===== src/rtl/usb_in_gather_pkg.sv =====
package usb_in_gather_pkg;

  typedef enum logic {
    GS_IDLE = 1'b0,
    GS_SEND = 1'b1
  } gather_state_e;

  function automatic int unsigned min_u(input int unsigned a, input int unsigned b);
    return (a < b) ? a : b;
  endfunction

endpackage


===== src/rtl/tx_byte_fifo.sv =====
module tx_byte_fifo #(
  parameter int DATA_W = 8,
  parameter int DEPTH  = 32,
  localparam int PTR_W = (DEPTH > 1) ? $clog2(DEPTH) : 1,
  localparam int LVL_W = $clog2(DEPTH + 1)
) (
  input  logic              clk,
  input  logic              rst_n,
  input  logic              clr,
  input  logic              push,
  input  logic [DATA_W-1:0] wdata,
  input  logic              pop,
  output logic [DATA_W-1:0] rdata,
  output logic [LVL_W-1:0]  level,
  output logic              full,
  output logic              empty
);

  logic [DATA_W-1:0] mem [DEPTH];
  logic [PTR_W-1:0]  wr_ptr, rd_ptr;
  logic [PTR_W-1:0]  wr_ptr_nx, rd_ptr_nx;
  logic [LVL_W-1:0]  cnt_q;

  // Pointer advance: free wrap for power-of-two depth, compare otherwise.
  generate
    if ((DEPTH & (DEPTH - 1)) == 0) begin : g_pow2
      assign wr_ptr_nx = wr_ptr + 1'b1;
      assign rd_ptr_nx = rd_ptr + 1'b1;
    end else begin : g_npow2
      assign wr_ptr_nx = (wr_ptr == PTR_W'(DEPTH - 1)) ? '0 : wr_ptr + 1'b1;
      assign rd_ptr_nx = (rd_ptr == PTR_W'(DEPTH - 1)) ? '0 : rd_ptr + 1'b1;
    end
  endgenerate

  always_ff @(posedge clk) begin
    if (push && !clr) begin
      mem[wr_ptr] <= wdata;
    end
  end

  always_ff @(posedge clk or negedge rst_n) begin
    if (!rst_n) begin
      wr_ptr <= '0;
      rd_ptr <= '0;
      cnt_q  <= '0;
    end else if (clr) begin
      wr_ptr <= '0;
      rd_ptr <= '0;
      cnt_q  <= '0;
    end else begin
      if (push) wr_ptr <= wr_ptr_nx;
      if (pop)  rd_ptr <= rd_ptr_nx;
      case ({push, pop})
        2'b10:   cnt_q <= cnt_q + 1'b1;
        2'b01:   cnt_q <= cnt_q - 1'b1;
        default: cnt_q <= cnt_q;
      endcase
    end
  end

  assign rdata = mem[rd_ptr];
  assign level = cnt_q;
  assign full  = (cnt_q == LVL_W'(DEPTH));
  assign empty = (cnt_q == '0);

endmodule


===== src/rtl/gather_idle_timer.sv =====
module gather_idle_timer #(
  parameter int IDLE_CYCLES = 168,
  localparam int CNT_W = $clog2(IDLE_CYCLES + 1)
) (
  input  logic clk,
  input  logic rst_n,
  input  logic clr,
  input  logic push,
  input  logic empty,
  output logic expired
);

  logic [CNT_W-1:0] cnt_q;

  always_ff @(posedge clk or negedge rst_n) begin
    if (!rst_n) begin
      cnt_q <= '0;
    end else if (clr || push || empty) begin
      cnt_q <= '0;
    end else if (cnt_q != CNT_W'(IDLE_CYCLES)) begin
      cnt_q <= cnt_q + 1'b1;
    end
  end

  assign expired = !empty && (cnt_q == CNT_W'(IDLE_CYCLES));

endmodule


===== src/rtl/in_pkt_streamer.sv =====
module in_pkt_streamer
  import usb_in_gather_pkg::*;
#(
  parameter int DEPTH   = 32,
  parameter int PKT_MAX = 32,
  localparam int LVL_W = $clog2(DEPTH + 1),
  localparam int REM_W = $clog2(PKT_MAX + 1)
) (
  input  logic             clk,
  input  logic             rst_n,
  input  logic             clr,
  input  logic             loopback_en,
  input  logic [LVL_W-1:0] level,
  input  logic             empty,
  input  logic             gather_done,
  input  logic             in_req,
  input  logic             pkt_ready,
  input  logic             lb_ready,
  output logic             pkt_rdy,
  output logic             in_nak,
  output logic             pkt_valid,
  output logic             pkt_last,
  output logic             lb_valid,
  output logic             pop
);

  gather_state_e    state_q;
  logic [REM_W-1:0] rem_q;
  logic             nak_q;
  logic             full_pkt;
  logic             can_send;
  logic             send_pop;
  logic [REM_W-1:0] start_len;

  assign full_pkt  = (int'(level) >= PKT_MAX);
  assign can_send  = (full_pkt || gather_done) && !loopback_en;
  assign pkt_rdy   = can_send && (state_q == GS_IDLE);
  assign start_len = REM_W'(min_u(int'(level), PKT_MAX));

  assign pkt_valid = (state_q == GS_SEND);
  assign pkt_last  = pkt_valid && (rem_q == REM_W'(1));
  assign send_pop  = pkt_valid && pkt_ready;

  assign lb_valid  = loopback_en && (state_q == GS_IDLE) && !empty;
  assign pop       = send_pop || (lb_valid && lb_ready);
  assign in_nak    = nak_q;

  always_ff @(posedge clk or negedge rst_n) begin
    if (!rst_n) begin
      state_q <= GS_IDLE;
      rem_q   <= '0;
      nak_q   <= 1'b0;
    end else if (clr) begin
      state_q <= GS_IDLE;
      rem_q   <= '0;
      nak_q   <= 1'b0;
    end else begin
      nak_q <= 1'b0;
      unique case (state_q)
        GS_IDLE: begin
          if (in_req) begin
            if (pkt_rdy) begin
              state_q <= GS_SEND;
              rem_q   <= start_len;
            end else begin
              nak_q <= 1'b1;
            end
          end
        end
        GS_SEND: begin
          if (send_pop) begin
            rem_q <= rem_q - 1'b1;
            if (rem_q == REM_W'(1)) state_q <= GS_IDLE;
          end
        end
        default: state_q <= GS_IDLE;
      endcase
    end
  end

endmodule


===== src/rtl/usb_in_gather.sv =====
module usb_in_gather #(
  parameter int DATA_W      = 8,
  parameter int DEPTH       = 32,
  parameter int PKT_MAX     = 32,
  parameter int IDLE_CYCLES = 168,
  localparam int LVL_W = $clog2(DEPTH + 1)
) (
  input  logic              clk,
  input  logic              rst_n,
  input  logic              wr_valid,
  input  logic [DATA_W-1:0] wr_data,
  output logic              wr_ready,
  input  logic              fifo_clr,
  input  logic              loopback_en,
  output logic [LVL_W-1:0]  level,
  output logic              full,
  output logic              empty,
  output logic              overflow,
  output logic              pkt_rdy,
  input  logic              in_req,
  output logic              in_nak,
  output logic              pkt_valid,
  output logic [DATA_W-1:0] pkt_data,
  output logic              pkt_last,
  input  logic              pkt_ready,
  output logic              lb_valid,
  output logic [DATA_W-1:0] lb_data,
  input  logic              lb_ready
);

  logic              push;
  logic              pop;
  logic              gather_done;
  logic              ovf_q;
  logic [DATA_W-1:0] head;

  assign wr_ready = !full;
  assign push     = wr_valid && !full && !fifo_clr;

  always_ff @(posedge clk or negedge rst_n) begin
    if (!rst_n) ovf_q <= 1'b0;
    else        ovf_q <= wr_valid && full && !fifo_clr;
  end
  assign overflow = ovf_q;

  tx_byte_fifo #(.DATA_W(DATA_W), .DEPTH(DEPTH)) u_fifo (
    .clk   (clk),
    .rst_n (rst_n),
    .clr   (fifo_clr),
    .push  (push),
    .wdata (wr_data),
    .pop   (pop),
    .rdata (head),
    .level (level),
    .full  (full),
    .empty (empty)
  );

  gather_idle_timer #(.IDLE_CYCLES(IDLE_CYCLES)) u_timer (
    .clk     (clk),
    .rst_n   (rst_n),
    .clr     (fifo_clr),
    .push    (push),
    .empty   (empty),
    .expired (gather_done)
  );

  in_pkt_streamer #(.DEPTH(DEPTH), .PKT_MAX(PKT_MAX)) u_stream (
    .clk         (clk),
    .rst_n       (rst_n),
    .clr         (fifo_clr),
    .loopback_en (loopback_en),
    .level       (level),
    .empty       (empty),
    .gather_done (gather_done),
    .in_req      (in_req),
    .pkt_ready   (pkt_ready),
    .lb_ready    (lb_ready),
    .pkt_rdy     (pkt_rdy),
    .in_nak      (in_nak),
    .pkt_valid   (pkt_valid),
    .pkt_last    (pkt_last),
    .lb_valid    (lb_valid),
    .pop         (pop)
  );

  assign pkt_data = head;
  assign lb_data  = head;

endmodule


===== config.mk =====
export PLATFORM = sky130hd
export DESIGN_NAME = usb_in_gather
export DESIGN_NICKNAME = d
export VERILOG_FILES = /design/src/rtl/usb_in_gather_pkg.sv /design/src/rtl/tx_byte_fifo.sv /design/src/rtl/gather_idle_timer.sv /design/src/rtl/in_pkt_streamer.sv /design/src/rtl/usb_in_gather.sv
export SDC_FILE = /design/constraint.sdc
export NUM_CORES = 1
export LEC_CHECK = 0
export BUFFER_PORTS_ARGS = -buffer_cell sky130_fd_sc_hd__buf_4
export CAP_MARGIN = 10
export CELL_PAD_IN_SITES_DETAIL_PLACEMENT = 1
export CELL_PAD_IN_SITES_GLOBAL_PLACEMENT = 2
export CORE_UTILIZATION = 45
export CTS_CLUSTER_SIZE = 24
export DETAILED_ROUTE_END_ITERATION = 10
export HOLD_SLACK_MARGIN = 0.03
export PLACE_DENSITY = 0.85
export SKIP_CTS_REPAIR_TIMING = 1
export SLEW_MARGIN = 20
export SYNTH_ARGS = -nofsm -noshare
export SYNTH_HDL_FRONTEND = slang
export SYNTH_SLANG_ARGS = --single-unit

===== constraint.sdc =====
create_clock -name clk -period 3 [get_ports clk]
set_input_delay 0.15 -clock clk [delete_from_list [all_inputs] [get_ports clk]]
set_output_delay 0.15 -clock clk [all_outputs]
set_load 0.1 [all_outputs]

; ---- Yosys cells after proc, flatten, opt, wreduce, memory -nomap -nowiden
; Memories as Yosys holds them, arrays and structs flattened.
; Index checks and enable logic that the tools add are counted.
[word_totals]
regBits = 33
latchBits = 0
ram_bits = 256
romBits = 0
inputBits = 16
n_memories = 1
[mem_list]
columns = memory, words, word_bits, rd, rd_ports_with_merged_regs, wr, line_no
row1 = u_fifo.mem, 32, 8, 1, 0, 1, tx_byte_fifo.sv:19  ; logic [DATA_W-1:0] mem [DEPTH];
[op_classes]
addsub = 6
mul = 0
n_div = 0
n_lt_le_gt_ge = 2
eq_ne = 9
shifts = 0
n_mux = 26
bitwise_logic = 1
n_reduce_logical = 27
[ops]
columns = operator, n
row1 = 2-to-1 mux 6 bit, 6
row2 = one-hot mux 6 bit (2 select lines), 2
row3 = 2-to-1 mux 5 bit, 4
row4 = 2-to-1 mux 8 bit, 2
row5 = logical AND 1 bit, 13
row6 = "subtractor 6 x 1 -> 6 bit, second input constant", 2
row7 = 2-to-1 mux 1 bit, 11
row8 = "adder 5 x 1 -> 5 bit, second input constant", 2
row9 = "!= test 3 bit, second input constant", 3
row10 = "adder 8 x 1 -> 8 bit, second input constant", 1
row11 = "== test 8 bit, second input constant", 1
row12 = "!= test 8 bit, second input constant", 1
row13 = "adder 6 x 1 -> 6 bit, second input constant", 1
row14 = "== test 6 x 1 -> 1 bit, second input constant", 1
row15 = "== test 6 bit, second input constant", 1
row16 = "greater-or-equal comparator 6 bit, second input constant", 1
row17 = zero test 6 bit, 1
row18 = "< comparator 6 bit, second input constant", 1
row19 = nonzero test 2 bit, 3
row20 = zero test 1 bit, 4
row21 = logical OR 1 bit, 4
row22 = AND reduction 3 bit, 1
row23 = nonzero test 3 bit, 1
row24 = "== test 2 x 1 -> 1 bit, second input constant", 1
row25 = other kinds (3), 3

; ---- Logic depth before layout (Yosys ltp)
[depth]
ltp_word = 10
depth_mapped = 11
ltp_nobuf = 10

; ---- Modules after synthesis
; From an unflattened synthesis, not the netlist that was laid out.
[hier_totals]
cells_unflattened = 750
area_unflattened_um2 = 12135.4
[modules_own_cells]
columns = module, n_inst, cells_per_inst, area_per_inst_um2, seq_area_each_um2
row1 = tx_byte_fifo, 1, 629, 11026.8, 8087.8
row2 = in_pkt_streamer, 1, 61, 529.3, 200.2
row3 = gather_idle_timer, 1, 48, 469.2, 200.2
row4 = usb_in_gather, 1, 12, 110.1, 25.0

; ---- Least setup slack after synthesis
; No wires, ideal clock.
[synth_path]
path_kind = reg2reg
startpoint = reg u_fifo.cnt_q[2], in the netlist u_fifo.level[2]
endpoint = reg u_stream.rem_q[3]
setup_time_ns = 0.125
arrival_time_ns = 3.546
slack_ns = -0.671
stages_incl_launch_ff = 8
path_cell_list = dfrtp_1 > clkbuf_1 > or3_4 > nor2_4 > a2111oi_4 > a211o_1 > buf_4 > mux2_4
[synth_via]
elab_chain_cells = 8
word_cells_on_any_way = 15
[synth_rtl]
columns = element, line_no
row1 = "start, declared", tx_byte_fifo.sv:22  ; logic [LVL_W-1:0] cnt_q;
row2 = "start signal, assigned", tx_byte_fifo.sv:54  ; 2'b10: cnt_q <= cnt_q + 1'b1;
row3 = "start signal, assigned", tx_byte_fifo.sv:55  ; 2'b01: cnt_q <= cnt_q - 1'b1;
row4 = "start signal, assigned", tx_byte_fifo.sv:56  ; default: cnt_q <= cnt_q;
row5 = zero test 6 bit, tx_byte_fifo.sv:64  ; assign empty = (cnt_q == '0);
row6 = net empty, usb_in_gather.sv:17  ; output logic empty,
row7 = zero test 1 bit, gather_idle_timer.sv:25  ; assign expired = !empty && (cnt_q == CNT_W'(IDLE_CYCLES));
row8 = logical AND 1 bit, gather_idle_timer.sv:25
row9 = logical OR 1 bit, in_pkt_streamer.sv:36  ; assign can_send = (full_pkt || gather_done) && !loopback_en;
row10 = logical AND 1 bit, in_pkt_streamer.sv:36
row11 = logical AND 1 bit, in_pkt_streamer.sv:37  ; assign pkt_rdy = can_send && (state_q == GS_IDLE);
row12 = net pkt_rdy, usb_in_gather.sv:19  ; output logic pkt_rdy,
row13 = != test 3 bit (no source line), n/a
row14 = AND reduction 3 bit (no source line), n/a
row15 = "end signal, assigned", in_pkt_streamer.sv:64  ; rem_q <= start_len;
row16 = "end signal, assigned", in_pkt_streamer.sv:72  ; rem_q <= rem_q - 1'b1;
row17 = "end, declared", in_pkt_streamer.sv:28  ; logic [REM_W-1:0] rem_q;
; The timed path passes the listed nets, and every way through them passes these cells. The select of a mux whose other input is x is not followed.
; A chain may end at the register's enable or synchronous reset.

; ---- Worst setup path after layout
[layout_path]
startpoint = reg u_fifo.rd_ptr[0]
endpoint = out pkt_data[2]
[layout_via]
elab_chain_cells = 1
[layout_rtl]
columns = element, line_no
row1 = "start, declared", tx_byte_fifo.sv:20  ; logic [PTR_W-1:0] wr_ptr, rd_ptr;
row2 = "start signal, assigned", tx_byte_fifo.sv:52  ; if (pop) rd_ptr <= rd_ptr_nx;
row3 = memory read (32 x 8 bit), n/a
row4 = "end, declared", usb_in_gather.sv:23  ; output logic [DATA_W-1:0] pkt_data,
; No other way between the ends.

==> key figures <==
Global route
  – Gr usage total: 22.15%
  – First-pass GRT wire length: 43680 um
  – Largest net degree at the start of global routing: 67
  – Vias in the first global route: 6809
  – Initial antenna violation count: 0
  – Grt total ovfl: 0

Timing
  – Setup skew after layout: 0.01058 ns
  – Max-slew headroom: 52.47%
  – Fin crit share: 102.8%
  – Final setup violating endpoints: 16
  – Final Critical Period: 3.083 ns
  – Setup ws final: -0.08332 ns
  – RSZ-0062 raised after global routing: yes
  – Tightest Pin Transition: 0.7114 ns
  – Fmax: 0.3243 GHz
  – Final Hold Fails: 0
  – Final Max Tran Viols: 0

Floorplanning
  – Rows: 59
  – DIE AREA: 0.02742 mm2
  – Io pins: 47
  – Die height: 165.6 um
  – Initial Util: 46.08%
  – Chip width: 165.6 um
  – Core area: 0.02613 mm2

Status
  – Failing checks: DRC, setup timing
  – Status: complete, but fails checks

Routing
  – 1st-iter DRT viols: 624
  – Met1 Wirelength: 11960 um
  – Vias/cell: 5.908
  – Final wirelength: 30410 um
  – Met3 WL: 2041 um
  – Pre-Repair DR Iteration Count: 8
  – Wire per inst: 27.57 um
  – Routed wl met2: 15450 um
  – ANT nets after route: 0
  – Detailed-route via count: 6516
  – DR DRC count: 14
  – Top sig layer: met4

Hold path
  – Min-Delay Path Class: in -> reg
  – Hold EP: u_fifo.mem[16][3]
  – Hold depth: 1
  – Worst hold start: wr_data[3]

Synth
  – Synthesized area: 0.01204 mm2
  – Number of synthesized flops with an enable pin: 256
  – Synth Warn #: 0
  – Most used DFF post-synth: edfxtp_1
  – Mapped Cells: 644
  – Syn_area_per_cell: 18.70 um2
  – Netlist cell types: 56
  – Synth Register Bits: 289
  – Mapped Nets: 672
  – Seq/Total Area, Yosys: 70.70%
  – FFs w/ async S/R, synth: 11.42%

Worst setup path
  – Reg2Reg Depth: 10
  – Worst setup SP type: register
  – Req. time, crit path: 2.85 ns
  – RR Startpoint: u_fifo.level[3]
  – Crit path arrival time: 2.93 ns
  – Worst reg2reg path endpoint: u_fifo.level[4]
  – Reg2reg setup slack: 0.21 ns
  – Kind of critical path: reg -> out
  – Crit path max fanout: 8
  – Nature of the critical path endpoint: primary output

Cells and area
  – Fillers: 2335
  – Area Overhead vs Synth: 19.61%
  – Share of cells above drive strength 1: 33.33%
  – Sequential cell area: 0.008541 mm2
  – Antenna Cells: 0
  – Final nets: 773
  – Post-layout util: 55.11%
  – Final instance area: 0.01440 mm2
  – Commonest cells after routing, fill and taps aside: edfxtp_1 (256), mux4_2 (80), buf_4 (73)
  – Multi-input logic area: 0.003268 mm2
  – Commonest non-fill, non-tap cell in the layout: edfxtp_1

Place
  – GP Congestion: 0.8214
  – Buffers added on ports: 46
  – Dpl hpwl: 18720 um
  – Post-DP Area: 0.01301 mm2

Power and ir drop
  – PnR Total Power: 10780 uW
  – Pwr Density: 748.4 mW/mm2
  – Peak VDD IR: 0.0006393 V
  – Leakage power: 0.004824 uW

Clocking
  – CTS tree: yes
  – CTS root buffer: clkbuf_16
  – H-tree levels: 1
  – Later-pin clock latency in the skew report: 0.55 ns
  – Clk buf depth: 3
  – Cts bufs inserted: 30
  – Clock sinks: 289
  – Worst-path clk slew: 0.06 ns

Job
  – Max_cap viols: 0
[critical path, cell delays in order (launching register included)]
cell	delay, ns
dfrtp_4	0.46
buf_12	0.17
buf_16	0.15
mux4_2	0.55
mux4_2	0.55
mux2_4	0.32
buf_12	0.17
[logic make-up (layout without fill, tap and decap cells)]
logic type                 after synthesis  in the layout  share of synthesized area (%)
adders and majority gates               12             12                          1.247
muxes                                   95             95                          16.39
DFF                                    289            289                          70.70
and+or+nand+nor                        139            139                          5.684
buffers and inverters                   52            176                          2.255
AOI/OAI and AO/OA                       35             35                          2.130
xor gates and xnor gates                22             22                          1.600
[layout make-up]
| cell class | count | area share, % |
|---|---|---|
| clock buffers | 40 | 5.690 |
| multi-input cells | 303 | 22.69 |
| clock inverters | 15 | 0.9122 |
| repair buffers | 109 | 8.183 |
| inverters | 12 | 0.3127 |
| well taps | 335 | 2.910 |
| flip-flops and latches | 289 | 59.30 |
[sequential cells by signal, indices dropped and copies added, names as in the netlist]
name / count
u_fifo.wr_ptr: 5
u_stream.pkt_valid: 1
u_stream.rem_q: 6
u_stream.in_nak: 1
u_fifo.level: 6
u_timer.cnt_q: 8
overflow: 1
u_fifo.rd_ptr: 5
u_fifo.mem: 256
[cell usage after synthesis, types with 2 or more instances]
master / n / area [um2]
nand3_1: 10 / 50.05
nand3b_1: 3 / 22.52
a22oi_1: 5 / 37.54
mux2_4: 2 / 30.03
nand2b_1: 2 / 12.51
inv_1: 12 / 45.04
a32oi_1: 2 / 17.52
buf_4: 9 / 67.56
nor4b_1: 2 / 17.52
a21oi_1: 9 / 45.04
mux2i_1: 4 / 40.04
edfxtp_1: 256 / 7687
o21ai_0: 3 / 15.01
clkbuf_1: 19 / 71.32
buf_1: 3 / 11.26
xor2_1: 14 / 122.6
buf_6: 5 / 56.30
and3_1: 2 / 12.51
mux2_2: 9 / 101.4
or3_1: 4 / 25.02
nor3b_1: 2 / 15.01
or2_2: 2 / 12.51
o21ai_1: 4 / 20.02
nor2_1: 67 / 251.5
xnor2_1: 8 / 70.07
ha_1: 12 / 150.1
nor2b_1: 2 / 12.51
dfrtp_1: 33 / 825.8
buf_2: 4 / 20.02
a211oi_1: 2 / 15.01
nand2_1: 20 / 75.07
nand4_1: 5 / 31.28
mux4_2: 80 / 1802
nor3_1: 6 / 30.03
[stage by stage]
| stage | setup WS [ns] | hold slack, ns | setup TNS, ns | std cells |
|---|---|---|---|---|
| 2_1_floorplan | -0.07981 | -0.1456 | -0.1968 | 644 |
| 3_3_place_gp | 0.3108 | 0.1297 | 0 | 1030 |
| 3_5_place_dp | 0.2233 | 0.1528 | 0 | 1030 |
| 4_1_cts | -0.3236 | -0.4424 | -4.972 | 1085 |
| 5_1_grt | -0.1033 | 0.03423 | -1.396 | 1103 |
| 6_report | -0.08332 | 0.03677 | -0.8315 | 1103 |
[power by group]
part / switching, uW / internal (uW) / leakage (uW)
Sequential: 115 / 4470 / 0.00274
Combinational: 1570 / 1030 / 0.00162
Clock: 1510 / 2080 / 0.000457
[routing by layer]
| layer | vias up | track usage [%] |
|---|---|---|
| met5 | - | 0 |
| met2 | 262 | 36.86 |
| li1 | 2751 | - |
| met1 | 3438 | 29.44 |
| met3 | 65 | 4.071 |
| met4 | 0 | 7.273 |
[worst max path at each step]
stage	startpoint	end	slack, ns
4_1_cts	u_fifo.rd_ptr[0]	pkt_data[3]	-0.32
2_1_floorplan	u_fifo.level[2]	u_stream.rem_q[3]	-0.08
3_3_place_gp	u_fifo.rd_ptr[0]	pkt_data[3]	0.31
5_1_grt	u_fifo.rd_ptr[0]	lb_data[6]	-0.10
3_5_place_dp	u_fifo.level[3]	u_fifo.level[4]	0.22
6_report	u_fifo.rd_ptr[0]	pkt_data[2]	-0.08
Power figures use the tool's default switching activity.
